File: src/rtl/rx_ring_ctrl.sv
module rx_ring_ctrl #(
  parameter int ADDR_W     = 32,
  parameter int DESC_BYTES = 16
) (
  input  logic              clk,
  input  logic              rst_n,
  input  logic              run_en,
  input  logic [ADDR_W-1:0] list_base,
  input  logic              poll_dem,
  input  logic              frame_pend,
  output logic              fetch_req,
  output logic [ADDR_W-1:0] fetch_addr,
  input  logic              fetch_ack,
  input  logic              fetch_own,
  input  logic              fetch_eor,
  output logic              xfer_start,
  input  logic              xfer_done,
  output logic              rbu_flag,
  input  logic              rbu_clr,
  output logic [1:0]        proc_state,
  output logic [ADDR_W-1:0] desc_ptr
);
  localparam logic [ADDR_W-1:0] STEP = ADDR_W'(DESC_BYTES);

  typedef enum logic [2:0] {S_IDLE, S_FETCH, S_HOLD, S_MOVE, S_SUSP} st_t;

  st_t               st;
  logic [ADDR_W-1:0] ptr;
  logic              seeded;
  logic              last_q;
  logic              rbu_set;

  assign rbu_set    = (st == S_FETCH) && fetch_ack && !fetch_own && run_en;
  assign fetch_req  = (st == S_FETCH);
  assign fetch_addr = ptr;
  assign desc_ptr   = ptr;
  assign xfer_start = (st == S_HOLD) && run_en && frame_pend;
  assign proc_state = (st == S_IDLE) ? 2'b00 : (st == S_SUSP) ? 2'b10 : 2'b01;

  always_ff @(posedge clk) begin
    if (!rst_n) begin
      st     <= S_IDLE;
      ptr    <= '0;
      seeded <= 1'b0;
      last_q <= 1'b0;
    end else begin
      case (st)
        S_IDLE:
          if (run_en) begin
            st     <= S_FETCH;
            seeded <= 1'b1;
            if (!seeded) ptr <= list_base;
          end
        S_FETCH:
          if (fetch_ack) begin
            if (!run_en)       st <= S_IDLE;
            else if (fetch_own) begin
              st     <= S_HOLD;
              last_q <= fetch_eor;
            end else           st <= S_SUSP;
          end
        S_HOLD:
          if (!run_en)         st <= S_IDLE;
          else if (frame_pend) st <= S_MOVE;
        S_MOVE:
          if (xfer_done) begin
            ptr <= last_q ? list_base : ptr + STEP;
            st  <= run_en ? S_FETCH : S_IDLE;
          end
        S_SUSP:
          if (!run_en)                     st <= S_IDLE;
          else if (poll_dem || frame_pend) st <= S_FETCH;
        default: st <= S_IDLE;
      endcase
    end
  end

  always_ff @(posedge clk) begin
    if (!rst_n)       rbu_flag <= 1'b0;
    else if (rbu_set) rbu_flag <= 1'b1;
    else if (rbu_clr) rbu_flag <= 1'b0;
  end

  a_r2_start_from_stop: assert property (@(posedge clk) disable iff (!rst_n)
    (proc_state == 2'b00 && run_en) |=> (proc_state == 2'b01 && fetch_req));

  a_r3_fetch_held: assert property (@(posedge clk) disable iff (!rst_n)
    (fetch_req && !fetch_ack) |=> (fetch_req && $stable(fetch_addr)));

  a_r4_unowned_suspends: assert property (@(posedge clk) disable iff (!rst_n)
    (fetch_req && fetch_ack && !fetch_own && run_en) |=> (proc_state == 2'b10 && rbu_flag));

  a_r6_ptr_step: assert property (@(posedge clk) disable iff (!rst_n)
    (st == S_MOVE && xfer_done && !last_q) |=> (desc_ptr == $past(desc_ptr) + STEP));

  a_r7_stop_deferred: assert property (@(posedge clk) disable iff (!rst_n)
    (st == S_MOVE && !xfer_done) |=> (proc_state == 2'b01));

  a_r9_ptr_kept_stopped: assert property (@(posedge clk) disable iff (!rst_n)
    (proc_state == 2'b00 && !run_en) |=> $stable(desc_ptr));

  a_r12_no_fetch_suspended: assert property (@(posedge clk) disable iff (!rst_n)
    (proc_state == 2'b10) |-> !fetch_req);
endmodule

File: config.mk
export PLATFORM = sky130hd
export DESIGN_NAME = rx_ring_ctrl
export DESIGN_NICKNAME = d
export VERILOG_FILES = /design/src/rtl/rx_ring_ctrl.sv
export SDC_FILE = /design/constraint.sdc
export NUM_CORES = 1
export LEC_CHECK = 0
export CORE_MARGIN = 5
export CORE_UTILIZATION = 68
export DETAILED_ROUTE_END_ITERATION = 12
export DONT_BUFFER_PORTS = 1
export GPL_TIMING_DRIVEN = 0
export PLACE_DENSITY = 0.93
export SLEW_MARGIN = 20
export SYNTH_ARGS = -nofsm -noshare
export SYNTH_HDL_FRONTEND = slang
export SYNTH_SLANG_ARGS = --single-unit
File: constraint.sdc
create_clock -name clk -period 4.2 [get_ports clk]
set_clock_uncertainty 0.2 [all_clocks]
set_input_delay 0.84 -clock clk [delete_from_list [all_inputs] [get_ports clk]]
set_output_delay 0.84 -clock clk [all_outputs]
set_load 0.005 [all_outputs]
; ---- Yosys cells after proc, flatten, opt, wreduce, memory -nomap -nowiden
; Cells that the tools add are included.
[op_classes]
n_addsub = 1
reduce_logical = 14
n_mux = 20
eq_ne = 10
[op_table]
columns = op, count
row1 = $mux W32, 4
row2 = $pmux W32 S2, 1
row3 = $add A32 B5 Y32 const B, 1
row4 = $mux W3, 9
row5 = $pmux W3 S5, 1
row6 = $reduce_and A4 Y1, 2
row7 = $eq A3 B2 Y1 const B, 2
row8 = $ne A2 B2 Y1 const B, 3
row9 = $logic_and A1 B1 Y1, 5
row10 = $reduce_and A5 Y1, 1
row11 = $mux W2, 2
row12 = $reduce_bool A2 Y1, 2
row13 = $eq A3 B1 Y1 const B, 1
row14 = $eq A3 B3 Y1 const B, 1
row15 = $logic_not A3 Y1, 1
row16 = $mux W1, 3
row17 = $ne A3 B2 Y1 const B, 1
row18 = $ne A3 B3 Y1 const B, 1
row19 = $ne A2 B1 Y1 const B, 1
row20 = $reduce_and A2 Y1, 1
row21 = $logic_not A1 Y1, 1
row22 = $logic_or A1 B1 Y1, 1
[totals]
regBits = 38
out_inout_bits = 69
in_bits = 42
word_cells = 50

; ---- Longest topological paths before layout
; Gate-level depths: netlist of run 1.
[logic_depth]
ltp_word = 5
ltp_mapped = 8
ltp_nobuf = 6

; ---- Worst setup path after synthesis of run 1
; No wires, ideal clock.
[synth_timing]
kind = input to register
from = input port run_en
to = register ptr[27] (netlist: desc_ptr[27])
slack_ns = 1.694
stages = 6
arrival_ns = 2.232
path_cell_list = or4b_1 a21o_1 buf_6 or3_1 mux2_2 a31oi_1
[synth_between]
elab_chain_cells = 2
[synth_lines]
columns = element, line_no
row1 = "start, declared", 7  ; input logic run_en,
row2 = $ne A2 B2 Y1 (no source line), -
row3 = $reduce_and A4 Y1 (no source line), -
row4 = "end signal, assigned", 52  ; if (!seeded) ptr <= list_base;
row5 = "end signal, assigned", 67  ; ptr <= last_q ? list_base : ptr + STEP;
row6 = "end, declared", 28  ; logic [ADDR_W-1:0] ptr;
; No other way between the ends.
; A chain may end at the register's enable or synchronous reset.

; ---- Worst setup path after layout of run 1
[layout_timing]
from = register st[2]
to = register ptr[23] (netlist: desc_ptr[23])
[layout_between]
elab_chain_cells = 3
[layout_lines]
columns = element, line_no
row1 = "start, declared", 27  ; st_t st;
row2 = "start signal, assigned", 68  ; st <= run_en ? S_FETCH : S_IDLE;
row3 = $eq A3 B2 Y1 / $logic_not A3 Y1 (equally long branches), 47  ; case (st)
row4 = $ne A2 B2 Y1 (no source line) / $reduce_bool A2 Y1 (equally long branches), -
row5 = $reduce_and A4 Y1 (no source line), -
; Several ways; a longest one is shown, not always the timed one.

==> flow_summary.json, run 1 <==
{
  "num-nets-final": 402,
  "setup_viol_count_final": 0,
  "synth_top_cell_area_share_pct": 29.6,
  "p_leak_uw": 0.00107,
  "yosysWarnings": 0,
  "p_clk_share_pct": 38.2,
  "drtPass1Iterations": 8,
  "numCtsBuffers": 5,
  "drt_iter0_markers": 461,
  "net-switching-power_uw": 298,
  "clk_path_buf_depth": 2,
  "syn-num-nets": 395,
  "clock-root-buffer": "clkbuf_8",
  "synth_cells": 352,
  "grt_pass1_wl_um": 12500,
  "worst_pin_slew_ns": 0.741,
  "die-area_sq_um": 5110,
  "dpl_worst_slack_ns": 1.57,
  "finalCriticalPeriod_ns": 2.57,
  "insertion_delay_ns": 0.30,
  "r2r-end": "desc_ptr[23]",
  "hold_buffers": 0,
  "synthArstFlopShare_pct": 0,
  "yosys-top-cells-area": "dfxtp_1, buf_4, nand2_1, a21oi_1, nor2_1",
  "setup_tns_ns": 0,
  "required_ns": 4.22,
  "grt_util_met2_pct": 47.7,
  "drive_gt1_share_pct": 15.6,
  "finalWeightedCongestion": 0.983,
  "grt_use_met1_pct": 36.7,
  "postCtsSetupRepairBufs": 0,
  "yosys.cell_count.top_type": "nand2_1",
  "synth_top_area_cell": "dfxtp_1",
  "avgViaCountPerCell": 7.10,
  "drc": 0,
  "pin_count": 111,
  "fin_crit_sh_pct": 61.1,
  "initial_core_util_pct": 70.3,
  "num_antenna_cells": 0,
  "power_density_nw_per_um2": 372,
  "synth_area_per_cell_sq_um": 7.31,
  "wirelength_um": 8100,
  "grt_max_degree": 13,
  "grt.total_usage_pct": 30.3,
  "syn2layout_area_growth_pct": 7.88,
  "grt_setup_unrepaired": "no",
  "min_to": "seeded",
  "arrival_ns": 2.59,
  "cts_max_level": 2,
  "synth_common_cells": "nand2_1, dfxtp_1, buf_4",
  "hold_violations": 0,
  "core-area_sq_um": 3660,
  "synth_edf_count": 0,
  "synth_cell_types": 52,
  "clk_pin_slew_ns": 0.07,
  "wire_per_inst_um": 19.9,
  "end_kind": "register",
  "cts_tree": "done",
  "vias": 2898,
  "combPwrFrac_pct": 18.5,
  "holdWs_ns": 0.287,
  "critPathMaxFanout": 10,
  "portBuffers": 0,
  "cp_top_family": "buffers and inverters",
  "dominantRegCellSynth": "dfxtp_1",
  "fmax_mhz": 389,
  "clock-sinks": 38,
  "netlist_area_sq_um": 2570,
  "cts_resized": 0,
  "slowest_stage": "clkbuf_1",
  "seqPwrFrac_pct": 43.3,
  "status": "finished clean",
  "whs_path_depth": 2,
  "timing.rr.start": "st[2]",
  "slew_headroom_pct": 50.2,
  "report.final.slew_viol_count": 0,
  "path_cells": "clkbuf_1 > nand4bb_1 > buf_2 > buf_2 > clkbuf_1 > nand3_1 > a31oi_1",
  "cp_num_buf_inv": 4,
  "hp-class": "register to register",
  "startpoint_type": "register",
  "die_x_um": 71.5,
  "p_int_uw": 733,
  "die_y_um": 71.5,
  "antenna_found_initial": 0,
  "finalWorstSetupSlack_ns": 1.63,
  "synth.ff_latch_count": 38,
  "rows": 22,
  "top_usage_layer": "met2",
  "reg2reg_depth": 7,
  "ff2ff_setup_slack_ns": 1.63,
  "hpwl_um": 5620,
  "critical-path-max-stage-delay_ns": 0.50,
  "met3_usage_pct": 10.9,
  "ant_nets": 0,
  "ir_drop_mv": 0.261,
  "crit_type": "register to register",
  "grt_overflow": 0,
  "swShare_pct": 28.9,
  "hp-start": "seeded",
  "ys_seq_area_share_pct": 29.6,
  "grt_pass1_vias": 2704,
  "max-cap-violations": 0
}
## sequential cells by signal, summed over array words and instances (netlist names)
| name | count |
|---|---|
| desc_ptr | 32 |
| rbu_flag | 1 |
| st | 3 |
| last_q | 1 |
| seeded | 1 |
## cell families (layout without fill, tap and decap cells)
kind of cell	count (synthesis)	in the layout	share of synthesized area [%]
fa+ha+maj	1	1	0.486
simple gates	146	146	28.5
compound gates	97	97	24.7
buf+inv	65	73	14.8
flops	38	38	29.6
mux	5	5	2.04
## worst max path at each step
| stage | startpoint | slack (ns) | to | depth (start not counted) |
|---|---|---|---|---|
| global route | desc_ptr[11] | 1.48 | desc_ptr[17] | 7 |
| global placement | run_en | 1.60 | desc_ptr[27] | 6 |
| floorplan | run_en | 1.69 | desc_ptr[27] | 6 |
| finish | st[2] | 1.63 | desc_ptr[23] | 7 |
| CTS | desc_ptr[11] | 1.73 | desc_ptr[17] | 7 |
| detailed placement | run_en | 1.57 | desc_ptr[27] | 6 |
## worst reg2reg max path, stage by stage (launching register included)
cell and delay [ns]:
dfxtp_1 0.31, clkbuf_1 0.32, nand4bb_1 0.29, buf_2 0.28, buf_2 0.27, clkbuf_1 0.50
nand3_1 0.15, a31oi_1 0.18
## cell type report
cell class                      count  area [sq um]
Clock inverter                      2          60.1
Multi-Input combinational cell    249          1430
Tap cell                           48          60.1
Fill cell                         298           886
Inverter                            8          30.0
Clock buffer                        6          82.6
Buffer                             57           350
Sequential cell                    38           761
## power by group through the flow
stage	Combinational [uW]	Sequential, uW	Clock, uW
floorplan	153	438	0
global placement	182	451	0
detailed placement	186	453	0
CTS	188	444	391
global route	209	451	406
finish	191	446	394
## cells in the final DEF, fill, tap and decap left out, types with 3 or more instances in the layout
cell type	netlist	final
clkbuf_8	0	6
nand3_1	22	22
buf_4	32	32
o22ai_1	4	4
o21a_1	4	4
clkbuf_1	15	15
nand2_1	45	45
o221a_2	4	4
a31oi_1	16	16
buf_2	6	6
nand4_1	14	14
and4_1	3	3
o31a_1	3	3
nor4_1	4	4
a21o_1	4	4
mux2i_1	3	3
or3_1	5	5
nor3b_1	5	5
a32oi_1	3	3
a21boi_0	3	3
nor2_1	30	30
o21ai_0	15	15
inv_1	8	8
dfxtp_1	38	38
nor3_1	4	4
a21oi_1	27	27
## layer usage
metal	part of all wire (%)	wire length, um	up-vias
li1	-	-	1273
met1	34	2790	1296
met2	46	3760	272
met3	15	1210	57
met4	4.3	346	0
met5	0	0	-
## stage by stage
| stage | util [%] | total power (uW) | cell area [sq um] | cells |
|---|---|---|---|---|
| 2_1_floorplan | - | 592 | 2570 | 352 |
| 3_3_place_gp | 71.9 | 633 | 2630 | 400 |
| 3_5_place_dp | 71.9 | 639 | 2630 | 400 |
| 4_1_cts | 75.8 | 1020 | 2780 | 408 |
| 5_1_grt | 75.8 | 1070 | 2780 | 408 |
| 6_report | 75.8 | 1030 | 2780 | 408 |
Power figures use the tool's default switching activity.
==> run 2: changes to the inputs <==
CORE_UTILIZATION = 57   (was 68)
PLACE_DENSITY = 0.84   (was 0.93)
clock period = 2.25 ns   (was 4.2 ns; I/O delays follow)
==> flow_summary.json, run 2 (synthesis results as in run 1) <==
{
  "die_y_um": 77.2,
  "report.final.slew_viol_count": 0,
  "drc": 0,
  "clock-sinks": 38,
  "grt_pass1_wl_um": 13100,
  "rows": 24,
  "hold_violations": 0,
  "cts_tree": "done",
  "max-cap-violations": 0,
  "core-area_sq_um": 4350,
  "numCtsBuffers": 5,
  "final_util_pct": 66.4,
  "finalWeightedCongestion": 0.985,
  "finalCriticalPeriod_ns": 2.24,
  "hpwl_um": 5880,
  "slew_headroom_pct": 60.9,
  "hp-class": "input pin to register",
  "crit_type": "register to register",
  "p_clk_share_pct": 32.7,
  "final_area_sq_um": 2890,
  "swShare_pct": 31.6,
  "fin_cells": 415,
  "drive_gt1_share_pct": 25.6,
  "drt_iter0_markers": 315,
  "layout_commonest_cell": "nand2_1",
  "largest_reg_flops": 32,
  "p_leak_uw": 0.00114,
  "wire_per_inst_um": 20.6,
  "ant_nets": 0,
  "worst_pin_slew_ns": 0.586,
  "status": "finished clean",
  "pin_count": 111,
  "fin_crit_sh_pct": 99.7,
  "grt_max_degree": 13,
  "initial_core_util_pct": 59.1,
  "num_antenna_cells": 0,
  "critPathMaxFanout": 5,
  "p_int_uw": 1240,
  "startpoint_type": "register",
  "grt.total_usage_pct": 27.0,
  "holdWs_ns": 0.0806,
  "grt_overflow": 0,
  "clk_path_buf_depth": 2,
  "power_density_nw_per_um2": 626,
  "end_kind": "register",
  "seqPwrFrac_pct": 46.5,
  "clock-root-buffer": "clkbuf_8",
  "avgViaCountPerCell": 6.81,
  "insertion_delay_ns": 0.31,
  "cts_max_level": 2,
  "grt_setup_unrepaired": "yes",
  "wirelength_um": 8560,
  "clk_pin_slew_ns": 0.08,
  "hold_buffers": 0,
  "fmax_mhz": 446,
  "portBuffers": 0,
  "die_x_um": 77.2,
  "grt_pass1_vias": 2659,
  "combPwrFrac_pct": 20.8,
  "die-area_sq_um": 5960,
  "antenna_found_initial": 0,
  "dp.cells": 404,
  "syn2layout_area_growth_pct": 12.5,
  "ir_drop_mv": 0.368,
  "ff2ff_setup_slack_ns": 0.007,
  "required_ns": 2.29,
  "num-nets-final": 405,
  "post_dp_cell_area_sq_um": 2640,
  "mostFrequentLayoutCells": "nand2_1, buf_4, nor2_1",
  "vias": 2826,
  "setup_viol_count_final": 0,
  "drtPass1Iterations": 5,
  "net-switching-power_uw": 573,
  "arrival_ns": 2.28
}
[run 2: changes by cell type in the layout (fill, tap and decap cells not counted), moves of 2 or more]
cell | before | now
buf_1 | 2 | 0
nor4_4 | 0 | 2
a21oi_2 | 0 | 2
clkbuf_1 | 15 | 5
a21oi_1 | 27 | 25
buf_4 | 32 | 37
clkinv_2 | 0 | 2
clkbuf_4 | 0 | 2
dfxtp_4 | 0 | 2
clkbuf_2 | 1 | 8
dfxtp_1 | 38 | 28
dfxtp_2 | 0 | 8
nor4_1 | 4 | 2
[run 2: worst paths after layout]
check | start | to | cells past startpoint
max reg2reg | st[1] | desc_ptr[27] | 6
min reg2reg | desc_ptr[1] | desc_ptr[1] | 2
max | st[1] | desc_ptr[27] | 6
min | list_base[2] | desc_ptr[2] | 2
[run 2: power groups by stage]
stage	registers (uW)	logic (uW)	clock network, uW
2_1_floorplan	818	286	0
3_3_place_gp	844	343	0
3_5_place_dp	847	351	0
4_1_cts	835	354	588
5_1_grt	854	410	620
6_report	841	376	593
[run 2: worst max-delay path, stage by stage, from the launching register on]
cell and delay, ns:
dfxtp_2 0.34, or4b_4 0.55, a21o_1 0.25, buf_6 0.15, or3_1 0.30, mux2_2 0.26
a31oi_1 0.12
[run 2: per-layer routing]
layer | routed length, um | global-route usage [%]
met1 | 3280 | 32.3
met2 | 4000 | 41.5
met3 | 938 | 10.3
met4 | 336 | 14.4
met5 | 0 | 0
[run 2: what timing repair did]
action                                  in CTS  in global routing
setup buffers                                2                  1
cloned                                       0                  1
pin swaps                                    3                  2
resized for setup                           15                 37
endpoints found under the setup margin      32                 33
hold endpoints to repair                     0                  0
[run 2: layout make-up]
type | count | area [sq um]
well taps | 52 | 65.1
multi-input cells | 249 | 1510
inverters | 8 | 30.0
flip-flops and latches | 38 | 778
clock inverters | 3 | 40.0
clock buffers | 5 | 68.8
fillers | 363 | 1460
plain buffers | 56 | 370
repair buffers | 4 | 27.5
[run 2: per-stage QoR]
step | setup WS, ns | power (uW) | TNS [ns]
CTS | 0.00862 | 1780 | 0
detailed placement | -0.306 | 1200 | -4.89
floorplan | 0.0657 | 1100 | 0
global placement | -0.271 | 1190 | -3.84
global route | -0.0792 | 1880 | -0.172
finish | 0.00728 | 1810 | 0
